<file path="src/rtl/burst_addr_pkg.sv">
package burst_addr_pkg;

    // Operation selected for the current cycle, in priority order
    typedef enum logic [1:0] {
        OP_HOLD  = 2'd0,
        OP_STEP  = 2'd1,
        OP_LOAD  = 2'd2,
        OP_CLEAR = 2'd3
    } addr_op_e;

endpackage

</file>
<file path="src/rtl/burst_op_decode.sv">
module burst_op_decode
    import burst_addr_pkg::*;
(
    input  logic     clr_n,
    input  logic     stb_n,
    input  logic     en_n,
    output addr_op_e op
);

    // Clear outranks strobe, strobe outranks count enable
    always_comb begin
        unique casez ({clr_n, stb_n, en_n})
            3'b0??:  op = OP_CLEAR;
            3'b10?:  op = OP_LOAD;
            3'b110:  op = OP_STEP;
            default: op = OP_HOLD;
        endcase
    end

endmodule

</file>
<file path="src/rtl/burst_addr_select.sv">
module burst_addr_select
    import burst_addr_pkg::*;
#(
    parameter int ADDR_W = 13
) (
    input  addr_op_e          op,
    input  logic [ADDR_W-1:0] ext_addr,
    input  logic [ADDR_W-1:0] stored,
    output logic [ADDR_W-1:0] addr_now
);

    localparam logic [ADDR_W-1:0] ADDR_TOP  = {ADDR_W{1'b1}};
    localparam logic [ADDR_W-1:0] ADDR_ZERO = '0;

    logic [ADDR_W-1:0] stepped;

    // Explicit wrap from the top of the array back to zero
    always_comb begin
        if (stored == ADDR_TOP) begin
            stepped = ADDR_ZERO;
        end else begin
            stepped = stored + 1'b1;
        end
    end

    always_comb begin
        unique case (op)
            OP_CLEAR: addr_now = ADDR_ZERO;
            OP_LOAD:  addr_now = ext_addr;
            OP_STEP:  addr_now = stepped;
            OP_HOLD:  addr_now = stored;
            default:  addr_now = stored;
        endcase
    end

endmodule

</file>
<file path="src/rtl/burst_addr_store.sv">
module burst_addr_store #(
    parameter int ADDR_W = 13
) (
    input  logic              clk,
    input  logic              rst_n,
    input  logic [ADDR_W-1:0] addr_now,
    output logic [ADDR_W-1:0] stored
);

    always_ff @(posedge clk) begin
        if (!rst_n) begin
            stored <= '0;
        end else begin
            stored <= addr_now;
        end
    end

endmodule

</file>
<file path="src/rtl/burst_addr_gen.sv">
module burst_addr_gen
    import burst_addr_pkg::*;
#(
    parameter int ADDR_W = 13
) (
    input  logic              clk,
    input  logic              rst_n,
    input  logic [ADDR_W-1:0] ext_addr,
    input  logic              strobe_n,
    input  logic              cnt_en_n,
    input  logic              cnt_clr_n,
    output logic [ADDR_W-1:0] cur_addr
);

    addr_op_e          op;
    logic [ADDR_W-1:0] stored;
    logic [ADDR_W-1:0] addr_now;

    burst_op_decode u_decode (
        .clr_n (cnt_clr_n),
        .stb_n (strobe_n),
        .en_n  (cnt_en_n),
        .op    (op)
    );

    burst_addr_select #(.ADDR_W(ADDR_W)) u_select (
        .op       (op),
        .ext_addr (ext_addr),
        .stored   (stored),
        .addr_now (addr_now)
    );

    burst_addr_store #(.ADDR_W(ADDR_W)) u_store (
        .clk      (clk),
        .rst_n    (rst_n),
        .addr_now (addr_now),
        .stored   (stored)
    );

    assign cur_addr = addr_now;

endmodule

</file>
<file path="config.mk">
export PLATFORM = sky130hd
export DESIGN_NAME = burst_addr_gen
export DESIGN_NICKNAME = d
export VERILOG_FILES = /design/src/rtl/burst_addr_pkg.sv /design/src/rtl/burst_op_decode.sv /design/src/rtl/burst_addr_select.sv /design/src/rtl/burst_addr_store.sv /design/src/rtl/burst_addr_gen.sv
export SDC_FILE = /design/constraint.sdc
export NUM_CORES = 1
export LEC_CHECK = 0
export ABC_AREA = 1
export CORE_MARGIN = 3
export CORE_UTILIZATION = 45
export CTS_CLUSTER_DIAMETER = 40
export DETAILED_ROUTE_END_ITERATION = 16
export PLACE_DENSITY = 0.85
export SLEW_MARGIN = 30
export SYNTH_ARGS = -nofsm -noshare
export SYNTH_HDL_FRONTEND = slang
export SYNTH_SLANG_ARGS = --single-unit
</file>
<file path="constraint.sdc">
create_clock -name clk -period 2.5 [get_ports clk]
set_clock_uncertainty 0.15 [all_clocks]
set_input_delay 0.625 -clock clk [delete_from_list [all_inputs] [get_ports clk]]
set_output_delay 0.625 -clock clk [all_outputs]
set_load 0.01 [all_outputs]
</file>
==> metrics.yaml, run 1 <==
clock-sinks: 13
htree_levels: 1
slew_headroom_pct: 66.8
vias_per_cell: 5.74
worst_pin_slew_ns: 0.498
cts_tree: "built"
crit_top_cell: "nand2_1"
wire_per_inst_um: 16.6
reg2reg_from: "u_store.stored[0]"
path_clk_slew_ns: 0.09
antenna_found_initial: 0
p_leak_nw: 0.754
n_antenna_cell: 0
die_area_um2: 2630
largest_registers: "u_store.stored x13"
fin_crit_sh_pct: 101
track_usage_pct: 26.8
grt_start_max_net_pins: 14
ant_nets: 0
yosys.area.top_type_share_pct: 28.1
ys_top_cells_by_count: "34 x nand2_1, 15 x inv_1, 13 x dfxtp_1"
drive_gt1_share_pct: 49.3
critPathKind: "reg -> out"
r2r_slack_ns: 0.22
largest_register_ffs: 13
via_count: 1298
holdPathEnd: "u_store.stored[2]"
crit_chain: "ha_4 > buf_4 > nand3_1 > nor2_1 > xor2_1 > nand2_1 > nand2_1 > clkdlybuf4s15_1"
worst_path_max_delay_cell: "dfxtp_4"
power_density_nw_per_um2: 312
violations: "setup timing"
critPathTopFamily: "simple AND/OR/NAND/NOR gates"
row_count: 15
fmax_mhz: 397
initial_core_util_pct: 50.3
finalWirelength_um: 3760
final_util_pct: 87.1
critPathMaxFanout: 2
gp_congestion: 0.886
hold_viol: 0
post-dp-hpwl_um: 2050
synth_area_leaders: "dfxtp_1 28%, nand2_1 14%, a22oi_1 8.1%, nand3_1 6.5%, inv_1 6.1%"
clockBufferDepth: 2
hold_class: "reg -> reg"
met2_usage_pct: 51.1
grt_pass1_vias: 1227
slowest_delay_ns: 0.38
hold_depth: 2
core_area_um2: 1840
synth_cells: 139
fin_nets: 221
syn_nets: 158
fin_crit_ns: 2.52
post-synth-top-count-cell: "nand2_1"
top_usage_layer: "met2"
fp.dieH_um: 51.3
setup-violations-final: 4
grt_overflow: 0
syn2layout_area_growth_pct: 73.2
worstPathArrival_ns: 1.75
ios: 31
maxCapViolCount: 0
drt_pre_antenna_iters: 5
synth-edff-count: 0
gr-usage-met1_pct: 27.5
drt-initial-drc-count: 46
insertion_delay_ns: 0.29
remaining_drc_errors: 0
regMostFlops: "u_store.stored"
rsz0062_at_grt: "yes"
dpl-instance-area_um2: 1330
synth_cell_types: 23
synthArstFlopShare_pct: 0
numCtsBuffers: 3
die_w_um: 51.3
status: "finished with violations"
r2r_cells: 14
finalMaxSlewViolations: 0
hold_slack_ns: 0.428
ys.flop_type: "dfxtp_1"
avgSynthCellArea_um2: 6.65
vdd_ir_drop_max_v: 0.000289
syn-cell-area_um2: 925
hold_start: "u_store.stored[2]"
gr-usage-met3_pct: 4.66
numPortBuffers: 30
cp-end-kind: "output port"
grt_pass1_wl_um: 5240
yosysTopAreaCell: "dfxtp_1"
critPathLaunchType: "register"
fin_area_um2: 1600
worst-path-buf-inv: 2
layout_setup_ws_ns: -0.0205
synth-seq-cells: 13
crit_required_ns: 1.73
synth-seq-area-share_pct: 28.1
ys_warn_count: 0
rr_endpoint: "u_store.stored[3]"
cts-root-buf: "clkbuf_4"
## what timing repair did
action                                 in CTS  in global routing
hold buffers                                0                  0
endpoints found under the hold margin       0                  0
resized for setup                          73                 21
setup endpoints to repair                  13                 10
setup buffers                              13                  6
pin swaps                                   8                  9
## cells by family after synthesis
| logic type | synth area share, % |
|---|---|
| buffers and inverters | 7.98 |
| XOR/XNOR | 1.89 |
| AND/OR/NAND/NOR | 42.1 |
| adder cells (fa/ha/maj) | 1.35 |
| AO/OA/AOI/OAI | 18.5 |
| flip-flops | 28.1 |
## worst max-delay path by stage
stage	from	to	depth (start not counted)
finish	u_store.stored[0]	cur_addr[6]	8
CTS	u_store.stored[4]	cur_addr[0]	8
global route	u_store.stored[0]	cur_addr[9]	10
global placement	cnt_clr_n	cur_addr[9]	10
floorplan	cnt_en_n	cur_addr[9]	7
detailed placement	cnt_clr_n	cur_addr[9]	10
## metrics by stage
stage | cells | power (mW) | TNS [ns] | worst slack, ns
2_1_floorplan | 139 | 0.272 | 0 | 0.488
3_3_place_gp | 203 | 0.338 | -6.09 | -0.508
3_5_place_dp | 203 | 0.341 | -6.59 | -0.582
4_1_cts | 220 | 0.486 | 0 | 0.0142
5_1_grt | 226 | 0.529 | -0.776 | -0.159
6_report | 226 | 0.500 | -0.0551 | -0.0205
## area by class of cell
type / count / area (um2)
tap: 25 / 31.3
clock buffer: 4 / 26.3
sequential: 13 / 274
multi-input combinational: 107 / 716
fill: 102 / 238
inverter: 16 / 60.1
timing repair buffer: 61 / 494
## metal layers
| metal | wire, um | part of all wire, % |
|---|---|---|
| met1 | 1370 | 36 |
| met3 | 277 | 7.4 |
| met2 | 1940 | 52 |
| met4 | 172 | 4.6 |
| met5 | 0 | 0 |
## layout by cell type (no fill, tap or decap), drive strengths merged
master         Yosys  layout
a21oi             10      10
a22oi             10      10
a31oi              1       1
buf                2      41
clkbuf             1       5
clkdlybuf4s15      0       2
clkdlybuf4s50      0      14
dfxtp             13      13
dlygate4sd2        0       3
ha                 1       1
inv               16      16
nand2             41      41
nand3             12      12
nand4              5       5
nor2              19      19
o21a               1       1
o21ai              2       2
o21bai             2       2
or2                1       1
xnor2              1       1
xor2               1       1
## worst min-delay path: cells and delay by family, from the launching register on
kind,cells,cell delay (ns)
compound gates,1,0.08
flops,1,0.37
simple gates,1,0.09
## where the power goes
| part | switching, mW | internal, mW |
|---|---|---|
| registers | 0.0112 | 0.215 |
| clock network | 0.0818 | 0.0622 |
| logic | 0.0614 | 0.0683 |
| total | 0.154 | 0.345 |
Note: power is estimated with default switching activity, not from simulation.
==> run 2: changes to the inputs <==
- CORE_UTILIZATION: 45 -> 40
- PLACE_DENSITY: 0.85 -> 0.8
- clock period: 2.5 -> 2.1 ns (I/O delays scaled with it)
==> metrics.yaml, run 2 (synthesis results as in run 1) <==
status: "finished with violations"
violations: "setup timing"
ant_nets: 0  # unchanged
fin_nets: 232  # +5.0%
fin_crit_ns: 2.44
dp_slack_ns: -0.772  # -0.189 ns
p_leak_nw: 0.837  # +11%
hold_depth: 2  # unchanged
vias_per_cell: 5.80  # +1.0%
ff_latch_area_um2: 270  # -1.4%
fin_area_um2: 1740  # +8.8%
r2r_cells: 12  # -2
clockBufferDepth: 2  # unchanged
syn2layout_area_growth_pct: 88.5
swShare_pct: 32.0  # +1.1 points
maxCapViolCount: 0  # unchanged
die_area_um2: 2920  # +11%
vdd_ir_drop_max_v: 0.000497  # +72%
track_usage_pct: 28.8  # +2.1 points
gr-usage-met3_pct: 4.99  # +0.32 points
internal_power_mw: 0.419  # +21%
dpl-instance-area_um2: 1420  # +6.8%
slew_headroom_pct: 66.7  # -0.11 points
via_count: 1387  # +6.9%
largest_registers: "u_store.stored x13"
hold_start: "u_store.stored[2]"
gr-usage-met1_pct: 25.1  # -2.4 points
path_clk_slew_ns: 0.09  # about the same
fp.dieH_um: 54.1  # +5.4%
gp_congestion: 0.824  # -7.0%
n_fill_cell: 134  # +31%
top_usage_layer: "met2"
post-dp-hpwl_um: 2150  # +5.1%
drt-initial-drc-count: 44  # -4.3%
initial_core_util_pct: 44.4  # -5.9 points
final_cell_mix: "31 x nand2_1, 31 x buf_4, 14 x clkdlybuf4s50_1"
numPortBuffers: 30  # unchanged
critPathLaunchType: "register"
critPathKind: "reg -> out"
grt_start_max_net_pins: 14  # unchanged
antenna_found_initial: 0  # unchanged
layout_setup_ws_ns: -0.341  # -0.320 ns
finalMaxSlewViolations: 0  # unchanged
reg2reg_from: "u_store.stored[1]"
htree_levels: 1  # unchanged
setup-violations-final: 12  # +8
cp-end-kind: "output port"
hold_slack_ns: 0.471  # +0.0430 ns
power.switching_mw: 0.197  # +28%
r2r_slack_ns: 0.09  # -0.13 ns
finalWirelength_um: 4610  # +23%
hold_viol: 0  # unchanged
wire_per_inst_um: 19.3  # +16%
crit_required_ns: 1.42  # -0.31 ns
die_w_um: 54.1  # +5.4%
insertion_delay_ns: 0.29  # about the same
clock-sinks: 13  # unchanged
met2_usage_pct: 59.1  # +8.0 points
critPathMaxFanout: 4  # +2
clkPwrFrac_pct: 28.0  # -0.8 points
row_count: 16  # +1
numCtsBuffers: 3  # unchanged
cts_tree: "built"
grt_overflow: 0  # unchanged
grt_pass1_vias: 1323  # +7.8%
n_antenna_cell: 0  # unchanged
remaining_drc_errors: 0  # unchanged
ios: 31  # unchanged
rr_endpoint: "u_store.stored[12]"
drive_gt1_share_pct: 54.7  # +5.5 points
grt_pass1_wl_um: 5800  # +11%
fmax_mhz: 410
worst_pin_slew_ns: 0.499  # +0.00169 ns
power_density_nw_per_um2: 353  # +13%
core_area_um2: 2080  # +13%
largest_register_ffs: 13  # unchanged
multi_input_area_um2: 762  # +6.5%
holdPathEnd: "u_store.stored[2]"
p_seq_share_pct: 43.1  # -2.1 points
hold_class: "reg -> reg"
regMostFlops: "u_store.stored"
drt_pre_antenna_iters: 4  # -1
cts-root-buf: "clkbuf_4"
p_comb_share_pct: 28.9  # +3.0 points
worstPathArrival_ns: 1.77  # +0.02 ns
rsz0062_at_grt: "yes"
worstSetupStartpoint: "u_store.stored[1]"
fin_crit_sh_pct: 116
-- run 2: area by class of cell --
type,count,share of cell area (%)
clock buffers,4,1.51
inverters,16,3.73
multi-input cells,107,43.7
flip-flops and latches,13,15.5
well taps,27,1.94
repair buffers,72,33.6
-- run 2: worst max-delay path by stage --
stage	end	slack, ns	depth (start not counted)
6_report	cur_addr[8]	-0.34	8
5_1_grt	cur_addr[5]	-0.42	10
4_1_cts	cur_addr[9]	-0.21	10
3_5_place_dp	cur_addr[3]	-0.77	7
3_3_place_gp	cur_addr[11]	-0.75	9
2_1_floorplan	cur_addr[9]	0.24	8
-- run 2: worst max-delay path, cell delays in order (launching register included) --
cell	delay [ns]
dfxtp_4	0.38
ha_4	0.16
nand2_4	0.06
nor2_4	0.16
nand2_2	0.11
xnor2_1	0.23
nand2_1	0.15
nand2_1	0.09
buf_2	0.12
-- run 2: power groups by stage --
stage                     clock network (mW)  registers [mW]  logic [mW]
after floorplan                            0           0.268      0.0549
after global placement                     0           0.268       0.144
after detailed placement                   0           0.269       0.147
after CTS                              0.165           0.265       0.159
after global routing                   0.195           0.266       0.187
final                                  0.173           0.265       0.178
-- run 2: per-stage QoR --
stage,setup TNS (ns),util [%],std cells,total power [mW]
finish,-3.41,83.7,239,0.616
global route,-4.38,83.7,239,0.648
CTS,-2.16,79.7,237,0.589
detailed placement,-9.17,68.3,215,0.416
global placement,-8.99,68.3,215,0.412
floorplan,0,-,139,0.323
-- run 2: timing repair --
action                                  4_1_cts  5_1_grt
hold buffers                                  0        0
pin swaps                                    27        9
setup buffers                                18        5
endpoints found under the setup margin       13       14
gates resized for setup                      93       28
-- run 2: per-layer routing --
| metal | part of all wire [%] | wire length, um | up-vias |
|---|---|---|---|
| li1 | - | - | 612 |
| met1 | 36 | 1680 | 654 |
| met2 | 51 | 2370 | 93 |
| met3 | 6.5 | 299 | 28 |
| met4 | 5.8 | 265 | 0 |
| met5 | 0 | 0 | - |
==> run 3: changes to the inputs <==
- ABC_AREA: 1 -> 0
- CORE_UTILIZATION: 40 -> 41
- PLACE_DENSITY: 0.8 -> 0.81
==> metrics.yaml, run 3 <==
status: "finished with violations"
violations: "setup timing"
p_comb_share_pct: 35.6  # +6.7 points
drive_gt1_share_pct: 56.3  # +1.5 points
clockBufferDepth: 2  # unchanged
row_count: 17  # +1
p_leak_nw: 0.936  # +12%
grt_pass1_vias: 1660  # +25%
ys.flop_type: "dfxtp_1"
power_density_nw_per_um2: 333  # -5.8%
synth-seq-cells: 13  # unchanged
crit_required_ns: 1.42  # about the same
ys_warn_count: 0  # unchanged
largest_registers: "u_store.stored x13"
finalMaxSlewViolations: 0  # unchanged
wl_met3_um: 794  # +170%
path_clk_slew_ns: 0.11  # +0.02 ns
internal_power_mw: 0.457  # +9.0%
cts-root-buf: "clkbuf_4"
remaining_drc_errors: 0  # unchanged
grt_overflow: 0  # unchanged
syn2layout_area_growth_pct: 116
vdd_ir_drop_max_v: 0.000408  # -18%
critPathKind: "reg -> out"
critPathLaunchType: "register"
ios: 31  # unchanged
fmax_mhz: 354  # -14%
vias_per_cell: 7.20  # +24%
syn-cell-area_um2: 995  # +7.6%
hold_viol: 0  # unchanged
fin_nets: 244  # +5.2%
rsz0062_at_grt: "yes"
slew_headroom_pct: 68.1  # +1.4 points
htree_levels: 1  # unchanged
synth_cell_types: 46  # +100%
die_area_um2: 3050  # +4.4%
synth-seq-area-share_pct: 26.2  # -2.0 points
synth-edff-count: 0  # unchanged
die_w_um: 55.3  # +2.2%
track_usage_pct: 36.5  # +7.6 points
numCtsBuffers: 3  # unchanged
avgSynthCellArea_um2: 7.59  # +14%
p_seq_share_pct: 37.8  # -5.3 points
ant_nets: 0  # unchanged
layout_setup_ws_ns: -0.724  # -0.383 ns
synthArstFlopShare_pct: 0  # unchanged
drt-initial-drc-count: 204  # +360%
power.switching_mw: 0.257  # +31%
swShare_pct: 36.0  # +4.1 points
yosys.area.top_type_share_pct: 26.2  # -2.0 points
maxCapViolCount: 0  # unchanged
antenna_found_initial: 0  # unchanged
synth_area_leaders: "dfxtp_1 26%, nand3_1 6.5%, and2_1 4.4%, a21oi_1 4.0%, o21ai_0 4.0%"
clock-sinks: 13  # unchanged
layout_commonest_cell: "buf_4"
fin_area_um2: 2140  # +23%
yosysTopAreaCell: "dfxtp_1"
post-dp-hpwl_um: 2840  # +32%
grt_pass1_wl_um: 8720  # +50%
largest_register_ffs: 13  # unchanged
cp-end-kind: "output port"
drt_pre_antenna_iters: 6  # +2
syn_nets: 150  # -5.1%
core_area_um2: 2250  # +8.3%
grt_start_max_net_pins: 13  # -1
finalWirelength_um: 6890  # +50%
final_cell_mix: "44 x buf_4, 22 x buf_6, 13 x clkdlybuf4s50_1"
cts_tree: "built"
critPathMaxFanout: 4  # unchanged
gp_congestion: 1.00  # +21%
fp.dieH_um: 55.3  # +2.2%
wire_per_inst_um: 27.3  # +42%
n_antenna_cell: 0  # unchanged
final_util_pct: 95.1  # +11 points
regMostFlops: "u_store.stored"
insertion_delay_ns: 0.32  # +0.03 ns
routed-wl-met2_um: 3000  # +27%
hold_slack_ns: 0.497  # +0.0260 ns
wl_met1_um: 2250  # +34%
hold_class: "reg -> reg"
dpl-instance-area_um2: 1620  # +14%
synth_cells: 131  # -5.8%
worst_pin_slew_ns: 0.475  # -0.0248 ns
ys_top_cells_by_count: "13 x dfxtp_1, 13 x nand3_1, 9 x inv_1"
numPortBuffers: 30  # unchanged
fin_crit_ns: 2.82  # +0.383 ns
via_count: 1814  # +31%
fin_crit_sh_pct: 134  # +18 points
clkPwrFrac_pct: 26.6  # -1.4 points
initial_core_util_pct: 44.1  # -0.29 points
worstPathArrival_ns: 2.15  # +0.38 ns
setup-violations-final: 15  # +3
highest_layer: "met4"
-- run 3: cell count changes after synthesis, sizes merged, moves of 3 or more --
cell | before | now
nand2 | 41 | 7
nor2 | 19 | 7
a22oi | 10 | 0
and2 | 0 | 7
inv | 16 | 9
o21ai | 2 | 8
and3 | 0 | 5
clkbuf | 1 | 5
o31ai | 0 | 4
and4 | 0 | 3
nand2b | 0 | 3
o2bb2ai | 0 | 3
-- run 3: path summary, 6_finish.rpt --
| kind | from | to | slack (ns) | depth (start not counted) |
|---|---|---|---|---|
| worst max-delay path | u_store.stored[1] | cur_addr[9] | -0.72 | 8 |
| worst min-delay path | u_store.stored[8] | u_store.stored[8] | 0.50 | 2 |
| worst min register to register | u_store.stored[8] | u_store.stored[8] | 0.50 | 2 |
| worst max register to register | u_store.stored[1] | u_store.stored[9] | -0.04 | 9 |
-- run 3: logic make-up after synthesis --
logic type      share of synthesized area [%]
compound gates                           25.5
xor+xnor                                 3.52
fa+ha+maj                                1.26
buf+inv                                  5.91
flops                                    26.2
mux                                      1.13
simple gates                             36.5
-- run 3: per-stage QoR --
| step | TNS (ns) | setup WS, ns | total power [mW] | cells |
|---|---|---|---|---|
| detailed placement | -12.69 | -0.953 | 0.449 | 223 |
| global placement | -11.80 | -0.931 | 0.443 | 223 |
| CTS | -3.25 | -0.364 | 0.646 | 244 |
| finish | -6.29 | -0.724 | 0.714 | 252 |
| floorplan | 0 | 0.00929 | 0.337 | 131 |
| global route | -6.48 | -0.765 | 0.721 | 252 |
-- run 3: repair_timing --
action,CTS,global route
cloned,1,0
pin swaps,20,13
resized for setup,126,24
setup endpoints to repair,13,13
setup buffers,17,9
endpoints found under the hold margin,0,0
hold buffers,0,0
-- run 3: layout make-up --
cell class                      instances  area [um2]
Multi-Input combinational cell        103         940
Timing Repair Buffer                   95         827
Sequential cell                        13         283
Fill cell                              55         110
Tap cell                               28        35.0
Inverter                                9        33.8
Clock buffer                            4        26.3
-- run 3: power groups by stage --
stage,Combinational [mW],Sequential [mW],Clock [mW]
after floorplan,0.0667,0.270,0
final,0.254,0.270,0.190
after global placement,0.173,0.270,0
after CTS,0.213,0.267,0.166
after detailed placement,0.178,0.271,0
after global routing,0.262,0.269,0.190
-- run 3: per-layer routing --
| layer | up-vias | GRT usage, % |
|---|---|---|
| met5 | - | 0 |
| met2 | 219 | 60.3 |
| met1 | 814 | 40.6 |
| met3 | 99 | 8.88 |
| met4 | 0 | 25.3 |
| li1 | 682 | - |
-- run 3: critical path, cell delays in order (launching register included) --
cell     delay, ns
dfxtp_4       0.39
buf_6         0.10
nand4_1       0.27
buf_6         0.24
buf_6         0.12
nor4_4        0.35
nor2_1        0.07
o21ai_1       0.11
buf_2         0.17
